File: src/rtl/wdw_pkg.sv
`timescale 1ns/1ps
package wdw_pkg;

    localparam int          SEL_W      = 3;
    localparam logic [7:0]  KEY_VALUE  = 8'hAC;
    localparam logic [7:0]  READ_VALUE = 8'h9A;

    typedef enum logic [1:0] {
        CAUSE_OVF = 2'd0,
        CAUSE_KEY = 2'd1,
        CAUSE_WIN = 2'd2,
        CAUSE_ILL = 2'd3
    } cause_e;

    typedef struct packed {
        logic             run;
        logic [SEL_W-1:0] period_sel;
        logic [1:0]       win_sel;
    } wdw_cfg_t;

endpackage

File: src/rtl/wdw_limits.sv
`timescale 1ns/1ps
module wdw_limits #(
    parameter int CNT_W     = 16,
    parameter int BASE_LOG2 = 10,
    parameter int SEL_W     = 3
) (
    input  logic [SEL_W-1:0] period_sel,
    input  logic [1:0]       win_sel,
    output logic [CNT_W-1:0] term_cnt,
    output logic [CNT_W-1:0] open_start
);
    localparam int NSEL    = 1 << SEL_W;
    localparam int MAX_EXP = CNT_W - BASE_LOG2;

    logic [CNT_W:0]   span_tab [NSEL];
    logic [CNT_W:0]   span;
    logic [CNT_W-1:0] quarter;

    for (genvar i = 0; i < NSEL; i++) begin : g_span
        localparam int EXP = (i > MAX_EXP) ? MAX_EXP : i;
        assign span_tab[i] = (CNT_W+1)'(1) << (BASE_LOG2 + EXP);
    end

    assign span     = span_tab[period_sel];
    assign term_cnt = span[CNT_W-1:0] - CNT_W'(1);
    assign quarter  = CNT_W'(span >> 2);

    always_comb begin
        case (win_sel)
            2'd0:    open_start = quarter + (quarter << 1);
            2'd1:    open_start = quarter << 1;
            2'd2:    open_start = quarter;
            default: open_start = '0;
        endcase
    end
endmodule

File: src/rtl/wdw_judge.sv
`timescale 1ns/1ps
module wdw_judge
    import wdw_pkg::*;
(
    input  logic       wr_en,
    input  logic [7:0] wr_data,
    input  logic       bit_op,
    input  logic       illegal_acc,
    input  logic       run,
    input  logic       first_pending,
    input  logic       win_open,
    input  logic       at_term,
    output logic       fire,
    output cause_e     cause,
    output logic       refresh_ok
);
    logic key_ok, bad_key, win_bad, ill_hit, ovf_hit;

    always_comb begin
        key_ok  = wr_en && !bit_op && (wr_data == KEY_VALUE);
        bad_key = bit_op || (wr_en && (wr_data != KEY_VALUE));
        win_bad = key_ok && !first_pending && run && !win_open;
        ill_hit = run && illegal_acc;
        ovf_hit = run && at_term && !key_ok;

        fire  = 1'b1;
        cause = CAUSE_OVF;
        if (bad_key)      cause = CAUSE_KEY;
        else if (win_bad) cause = CAUSE_WIN;
        else if (ill_hit) cause = CAUSE_ILL;
        else if (ovf_hit) cause = CAUSE_OVF;
        else              fire  = 1'b0;

        refresh_ok = key_ok && !fire;
    end
endmodule

File: src/rtl/keyed_window_watchdog.sv
`timescale 1ns/1ps
module keyed_window_watchdog
    import wdw_pkg::*;
#(
    parameter int CNT_W     = 16,
    parameter int BASE_LOG2 = 10
) (
    input  logic       clk,
    input  logic       rst_n,
    input  logic [7:0] cfg_byte,
    input  logic       wr_en,
    input  logic [7:0] wr_data,
    input  logic       bit_op,
    input  logic       illegal_acc,
    output logic [7:0] rd_data,
    output logic       rst_req,
    output logic [1:0] rst_cause
);
    typedef struct packed {
        wdw_cfg_t         cfg;
        logic [CNT_W-1:0] cnt;
        logic             first;
        logic             req;
        cause_e           cause;
    } state_t;

    state_t state_d, state_q;

    logic [CNT_W-1:0] term_cnt, open_start;
    logic             fire, refresh_ok;
    cause_e           fire_cause;
    logic             en_active, first_pending;
    logic             unused_cfg;

    assign unused_cfg    = ^{cfg_byte[7], cfg_byte[0]};
    assign en_active     = state_q.cfg.run;
    assign first_pending = state_q.first;

    wdw_limits #(
        .CNT_W     (CNT_W),
        .BASE_LOG2 (BASE_LOG2),
        .SEL_W     (SEL_W)
    ) u_limits (
        .period_sel (state_q.cfg.period_sel),
        .win_sel    (state_q.cfg.win_sel),
        .term_cnt   (term_cnt),
        .open_start (open_start)
    );

    wdw_judge u_judge (
        .wr_en         (wr_en),
        .wr_data       (wr_data),
        .bit_op        (bit_op),
        .illegal_acc   (illegal_acc),
        .run           (state_q.cfg.run),
        .first_pending (state_q.first),
        .win_open      (state_q.cnt >= open_start),
        .at_term       (state_q.cnt == term_cnt),
        .fire          (fire),
        .cause         (fire_cause),
        .refresh_ok    (refresh_ok)
    );

    always_comb begin
        state_d     = state_q;
        state_d.req = 1'b0;
        if (state_q.cfg.run) begin
            state_d.cnt = state_q.cnt + CNT_W'(1);
        end
        if (fire) begin
            state_d.req   = 1'b1;
            state_d.cause = fire_cause;
            state_d.cnt   = '0;
            state_d.first = 1'b1;
        end else if (refresh_ok) begin
            state_d.cnt   = '0;
            state_d.first = 1'b0;
        end
    end

    always_ff @(posedge clk) begin
        if (!rst_n) begin
            state_q.cfg.run        <= cfg_byte[4];
            state_q.cfg.period_sel <= cfg_byte[3:1];
            state_q.cfg.win_sel    <= cfg_byte[6:5];
            state_q.cnt            <= '0;
            state_q.first          <= 1'b1;
            state_q.req            <= 1'b0;
            state_q.cause          <= CAUSE_OVF;
        end else begin
            state_q <= state_d;
        end
    end

    assign rd_data   = READ_VALUE;
    assign rst_req   = state_q.req;
    assign rst_cause = state_q.cause;
endmodule

File: config.mk
export PLATFORM = sky130hd
export DESIGN_NAME = keyed_window_watchdog
export DESIGN_NICKNAME = d
export VERILOG_FILES = /design/src/rtl/wdw_pkg.sv /design/src/rtl/wdw_limits.sv /design/src/rtl/wdw_judge.sv /design/src/rtl/keyed_window_watchdog.sv
export SDC_FILE = /design/constraint.sdc
export NUM_CORES = 1
export LEC_CHECK = 0
export ABC_AREA = 1
export BUFFER_PORTS_ARGS = -buffer_cell sky130_fd_sc_hd__clkbuf_2
export CELL_PAD_IN_SITES_DETAIL_PLACEMENT = 1
export CELL_PAD_IN_SITES_GLOBAL_PLACEMENT = 1
export CORE_MARGIN = 5
export CORE_UTILIZATION = 41
export DETAILED_ROUTE_END_ITERATION = 6
export GPL_TIMING_DRIVEN = 0
export PLACE_DENSITY_LB_ADDON = 0.1
export SYNTH_ARGS = -nofsm -noshare
export SYNTH_HDL_FRONTEND = slang
export SYNTH_SLANG_ARGS = --single-unit
File: constraint.sdc
create_clock -name clk -period 3.8 [get_ports clk]
set_input_delay 0.76 -clock clk [delete_from_list [all_inputs] [get_ports clk]]
set_output_delay 0.76 -clock clk [all_outputs]
set_load 0.1 [all_outputs]
Word level (Yosys, flattened, before mapping)
Memories as Yosys holds them, arrays and structs flattened.
Cells that the tools add are included.
{ "totals": {"reg_bits": 26, "out_inout_bits": 11, "romBits": 136, "n_memories": 1, "in_bits": 21} }
{ "memory_table": {"columns": ["memory", "depth", "width", "read_ports", "rd_clocked_by_memory_dff", "write_ports", "line", "source"], "rows": [
  ["(name not given)", 8, 17, 1, 0, 0, "wdw_limits.sv:24", "assign span = span_tab[period_sel];"]
]} }
{ "classes": {"order_cmp": 2, "bitwise_logic": 2, "n_addsub": 3, "n_reduce_logical": 19, "muxes": 11, "eq_ne": 5} }
{ "op_table": {"columns": ["op", "n"], "rows": [
  ["case mux 16 bit (3 select lines)", 1],
  ["2-to-1 mux 17 bit", 2],
  ["adder 15 x 16 -> 16 bit", 1],
  ["adder 16 x 1 -> 16 bit (second input constant)", 1],
  ["== test 16 bit", 1],
  [">= comparator 16 bit", 1],
  ["subtractor 16 x 1 -> 16 bit (second input constant)", 1],
  ["logical AND 1 bit", 10],
  ["== test 8 bit (second input constant)", 1],
  ["!= test 8 bit (second input constant)", 1],
  ["2-to-1 mux 2 bit", 3],
  ["zero test 1 bit", 5],
  [">= comparator 4 bit (second input constant)", 1],
  ["2-to-1 mux 1 bit", 4],
  ["inverter 3 -> 4 bit", 1],
  ["2-to-1 mux 3 bit", 1],
  ["OR reduction 3 bit", 1],
  ["== test 2 x 1 -> 1 bit (second input constant)", 1],
  ["== test 2 bit (second input constant)", 1],
  ["zero test 2 bit", 1],
  ["OR reduction 2 bit", 1],
  ["logical OR 1 bit", 1],
  ["inverter 1 bit", 1]
]} }

Depth between registers and ports, before layout
{ "depth": {"word_depth": 15, "depth_mapped": 25, "depth_no_buf": 25} }

Hierarchy
Synthesis repeated with hierarchy kept, for this count alone.
{ "hier_totals": {"cells_unflattened": 396, "hier_area_um2": 2616.3} }
{ "modules_own_cells": {"columns": ["module", "area_per_inst_um2", "cells_per_inst", "seq_area_each_um2", "n_inst"], "rows": [
  ["keyed_window_watchdog", 1838.0, 256, 580.6, 1],
  ["wdw_limits", 620.6, 104, 0.0, 1],
  ["wdw_judge", 157.7, 36, 0.0, 1]
]} }

Worst setup path before layout
No wires, ideal clock.
{ "synth_timing": {"path_type": "register to register", "from": "reg state_d[24] (netlist name)", "to": "reg state_q[5] in the netlist's numbering", "path_slack_ps": 723, "stages_incl_launch_ff": 21, "setup_time_ps": 62, "path_buffers": 1, "arrival_ps": 3015, "t_required_ps": 3738, "synth_period_minus_slack_ps": 3077, "path_cell_list": "edfxtp_1 > inv_2 > nor3_1 > ha_1 > nand2_1 > inv_1 > a221oi_1 > nand2_1 > a21oi_1 > a21oi_1 > ha_1 > nand2_1 > o21bai_1 > nand2_1 > nor2_1 > nand3_1 > nand2_1 > inv_1 > nand4_4 > buf_12 > nor2_4"} }
{ "synth_between": {"elab_chain_cells": 15, "elab_cells_between_ends": 20, "cone_classes": "add/sub (2); order compare (1); eq/ne (1); mux (7); bitwise (1); reduce/logical (7); memory (1)"} }
{ "synth_lines": {"columns": ["element", "line", "source"], "rows": [
  ["inverter 3 -> 4 bit (implied by the code) *", "wdw_limits.sv:24", null],
  ["memory read (8 x 17 bit) *", null, null],
  ["2-to-1 mux 17 bit (implied by the code) * (2 in a row)", "wdw_limits.sv:24", null],
  ["parallel branches: the longest is 6 deep, another holds adder 15 x 16 -> 16 bit", null, null],
  ["2-to-1 mux 1 bit *", "wdw_judge.sv:29", "else if (win_bad) cause = CAUSE_WIN;"],
  ["2-to-1 mux 1 bit *", "wdw_judge.sv:28", "if (bad_key) cause = CAUSE_KEY;"],
  ["zero test 1 bit", "wdw_judge.sv:34", "refresh_ok = key_ok && !fire;"],
  ["logical AND 1 bit", "wdw_judge.sv:34", null],
  ["OR reduction 3 bit (no source line) *", null, null],
  ["end signal: assignment", "keyed_window_watchdog.sv:91", "state_q <= state_d;"],
  ["end: declaration", "keyed_window_watchdog.sv:27", "state_t state_d, state_q;"]
]} }
Mark *: on every way between the ends. The select of a mux whose other input is x is not followed.
A chain may end at the register's enable or synchronous reset.

Worst setup path in the final report
{ "layout_timing": {"from": "reg state_d[23] (netlist name)", "to": "reg state_q[4] in the netlist's numbering"} }
{ "layout_between": {"elab_chain_cells": 15, "elab_cells_between_ends": 20, "cone_classes": "add/sub (2); order compare (1); eq/ne (1); mux (7); bitwise (1); reduce/logical (7); memory (1)"} }
{ "layout_lines": {"columns": ["element", "line"], "rows": [
  ["inverter 3 -> 4 bit (implied by the code) *", "wdw_limits.sv:24"],
  ["memory read (8 x 17 bit) *", null],
  ["2-to-1 mux 17 bit (implied by the code) * (2 in a row)", "wdw_limits.sv:24"],
  ["parallel branches: the longest is 6 deep, another holds adder 15 x 16 -> 16 bit", null],
  ["2-to-1 mux 1 bit *", "wdw_judge.sv:29"],
  ["2-to-1 mux 1 bit *", "wdw_judge.sv:28"],
  ["zero test 1 bit", "wdw_judge.sv:34"],
  ["logical AND 1 bit", "wdw_judge.sv:34"],
  ["OR reduction 3 bit (no source line) *", null]
]} }
Marks and branches as above.

==> reports/results.txt <==
CTS tree -> done
Initial antenna violation count -> 0
DRT iter0 DRCs -> 78
Top cells by count, synth -> nand2_1 (59), inv_1 (45), nor2_1 (35)
Rows -> 26
Synth top area share -> 18.44%
Max_cap viols -> 0
Synth async-reset ratio -> 0%
Layer with the highest usage -> met2
Crit path launch type -> flop
Syn Area/Cell -> 7.212 sq um
Clock Path Buffers -> 2
GRT met3 Usage -> 1.735%
Post-layout util -> 50.44%
Die ar. -> 0.006850 sq mm
First-pass GRT wire length -> 8749 um
Chip Height -> 82.77 um
Final Cycle Share -> 94.04%
M1 GR Usage -> 19.78%
# setup viols final -> 0
Top_reg_cell synth -> dfxtp_1
Flops & latches, synth -> 26
Iteration count of the initial detailed-routing pass -> 4
Vias in the first global route -> 1,996
Outcome -> completed
Grt ovf -> 0
Worst-Margin Slew -> 547.5 ps
Hold Vio Cnt, Final -> 0
Sequential share of the synthesized area -> 26.74%
Vias/cell -> 4.803
Class of the worst hold path -> reg2reg
Mapped cell area -> 0.002171 sq mm
HPWL after detailed placement -> 4178 um
Max H-tree Level -> 1
DR vias -> 1,974
DRT Wirelength -> 5275 um
CP Max Fanout -> 6
Highest clock rate -> 0.2798 GHz
Fin nets -> 382
Max_slew headroom -> 63.66%
Core area -> 0.005140 sq mm
GP Congestion -> 0.8580
Antenna Nets Post-Route -> 0
Delay of the slowest cell on the worst path -> 520 ps
Area contributors post-synth -> dfxtp_1 (18%), ha_1 (11%), nand2_1 (10%), edfxtp_1 (8.3%), inv_1 (7.8%)
# DRC -> 0
Yosys cell types -> 32
CP delay by family, top -> simple AND/OR/NAND/NOR gates
Area Growth Syn to Fin -> 19.42%
Cell repeated most along the worst path -> nand2_1
Cells after synthesis -> 301
CP Cell Sequence -> buf_4, nor3_2, ha_1, nand2_1, inv_1, a221oi_2, nand2_1, a21oi_1, a21oi_1, ha_1, nand2_1, o21bai_1, nand2_1, nor2_1, nand3_1, nand2_1, inv_2, nand4_4, clkbuf_16, nor2_4
Final cell count without fillers -> 411
# IOs -> 32
Largest net degree at the start of global routing -> 16
Max IR drop VDD -> 0.0002347 V
Max Transition Viols Final -> 0
Post-synth top area cell -> dfxtp_1
Hold slack final -> 471.7 ps
Synth warn -> 0
Port bufs -> 21
Clock root buffer master -> clkbuf_8
Critical path's slowest cell -> edfxtp_1
Met2 Resource Use GR -> 30.05%
Share of cells above drive strength 1 -> 24.93%
Top-count cell post-synth -> nand2_1
CTS Sinks -> 26
Post-synth EDFFs -> 6
Worst setup EP type -> flop
DP Cell Count -> 398
Worst endpoint data arrival time -> 3800 ps
Routed len/inst -> 12.83 um
Critical Path RT -> 4020 ps
Total GRT Usage -> 16.41%
Final min period -> 3574 ps
Setup Skew -> 1.950 ps
Total buffers and inverters traversed by the critical path -> 4
Diodes inserted -> 0
Chip Width -> 82.77 um
Power Density -> 274.7 mW/mm^2
Critical path class -> reg2reg
Num CTS Buffers -> 3
Skew-Pair Late Insertion Delay -> 270 ps
Starting Density -> 42.23%
Clock slew at reported path FFs -> 90 ps
Total power -> 0.7121 mW
Hold_buf cts -> 0
LEAKAGE -> 1.213 nW
[path summary, 6_finish.rpt]
| kind | cells after the start | slack, ps | endpoint | start |
|---|---|---|---|---|
| worst min register to register | 2 | 470 | rst_cause[1]$_SDFFE_PN0P_ | rst_cause[1]$_SDFFE_PN0P_ |
| worst min-delay path | 2 | 470 | rst_cause[1]$_SDFFE_PN0P_ | rst_cause[1]$_SDFFE_PN0P_ |
| worst max register to register | 20 | 230 | state_q[4]$_SDFFE_PP0P_ | state_d[23]$_DFFE_PN_ |
| worst max-delay path | 20 | 230 | state_q[4]$_SDFFE_PP0P_ | state_d[23]$_DFFE_PN_ |
[registers in the layout (all words and copies together) (netlist names)]
signal / flops
en_active: 1
rst_cause: 2
first_pending: 1
state_q: 16
rst_req: 1
state_d: 5
[kinds of logic (layout without fill, tap and decap cells)]
| logic type | after synthesis | in the layout | synth area share (%) |
|---|---|---|---|
| other cells | 2 | 8 | 0.3460 |
| fa+ha+maj | 19 | 19 | 10.95 |
| simple gates | 152 | 152 | 35.85 |
| buf+inv | 60 | 94 | 12.91 |
| compound gates | 27 | 27 | 7.147 |
| flops | 26 | 26 | 26.74 |
| xor+xnor | 15 | 15 | 6.052 |
[timing repair]
item,in CTS,in global routing
gates cloned,0,1
endpoints found under the setup margin,10,17
pin swaps,0,3
hold endpoints to repair,0,0
setup buffers,0,8
gates resized for setup,1,12
[metal layers]
| metal | vias up | part of all wire (%) |
|---|---|---|
| met5 | - | 0 |
| met4 | 0 | 1.4 |
| met3 | 8 | 1.6 |
| met2 | 20 | 53 |
| met1 | 924 | 44 |
| li1 | 1022 | - |
[layout by cell type, fill, tap and decap left out, drive strengths merged, types with 3 or more instances in the layout]
cell type / count
clkbuf: 26
conb: 8
xor2: 12
xnor2: 3
nand3: 20
nand2: 65
nor2: 50
ha: 19
a21oi: 12
inv: 48
o21ai: 7
nor3: 4
edfxtp: 6
nand4: 8
dfxtp: 20
buf: 20
o22ai: 3
[tightest hold or removal path, stage by stage (launching register included)]
cell and delay, ps:
dfxtp_1 320, nand2_1 60, a21oi_1 50
[report_power, final]
group	switching (mW)	total (mW)	internal, mW
Clock	0.0906	0.205	0.115
Sequential	0.00990	0.301	0.291
Combinational	0.138	0.206	0.0684
Total	0.238	0.712	0.474
[stage by stage]
step | setup slack (ps) | instance area [sq um] | TNS (ps)
5_1_grt | -29.94 | 2592 | -239.6
6_report | 226.4 | 2592 | 0
3_5_place_dp | 35.30 | 2386 | 0
2_1_floorplan | 723.3 | 2193 | 0
3_3_place_gp | 90.15 | 2386 | 0
4_1_cts | 114.2 | 2457 | 0
[area by class of cell]
type / instances / area (sq um)
Tap cell: 70 / 87.58
Inverter: 48 / 180.2
Fill cell: 700 / 2547
Multi-Input combinational cell: 221 / 1375
Sequential cell: 26 / 580.6
Clock buffer: 4 / 66.31
Timing Repair Buffer: 30 / 202.7
Buffer: 12 / 100.1
Power figures use the tool's default switching activity.
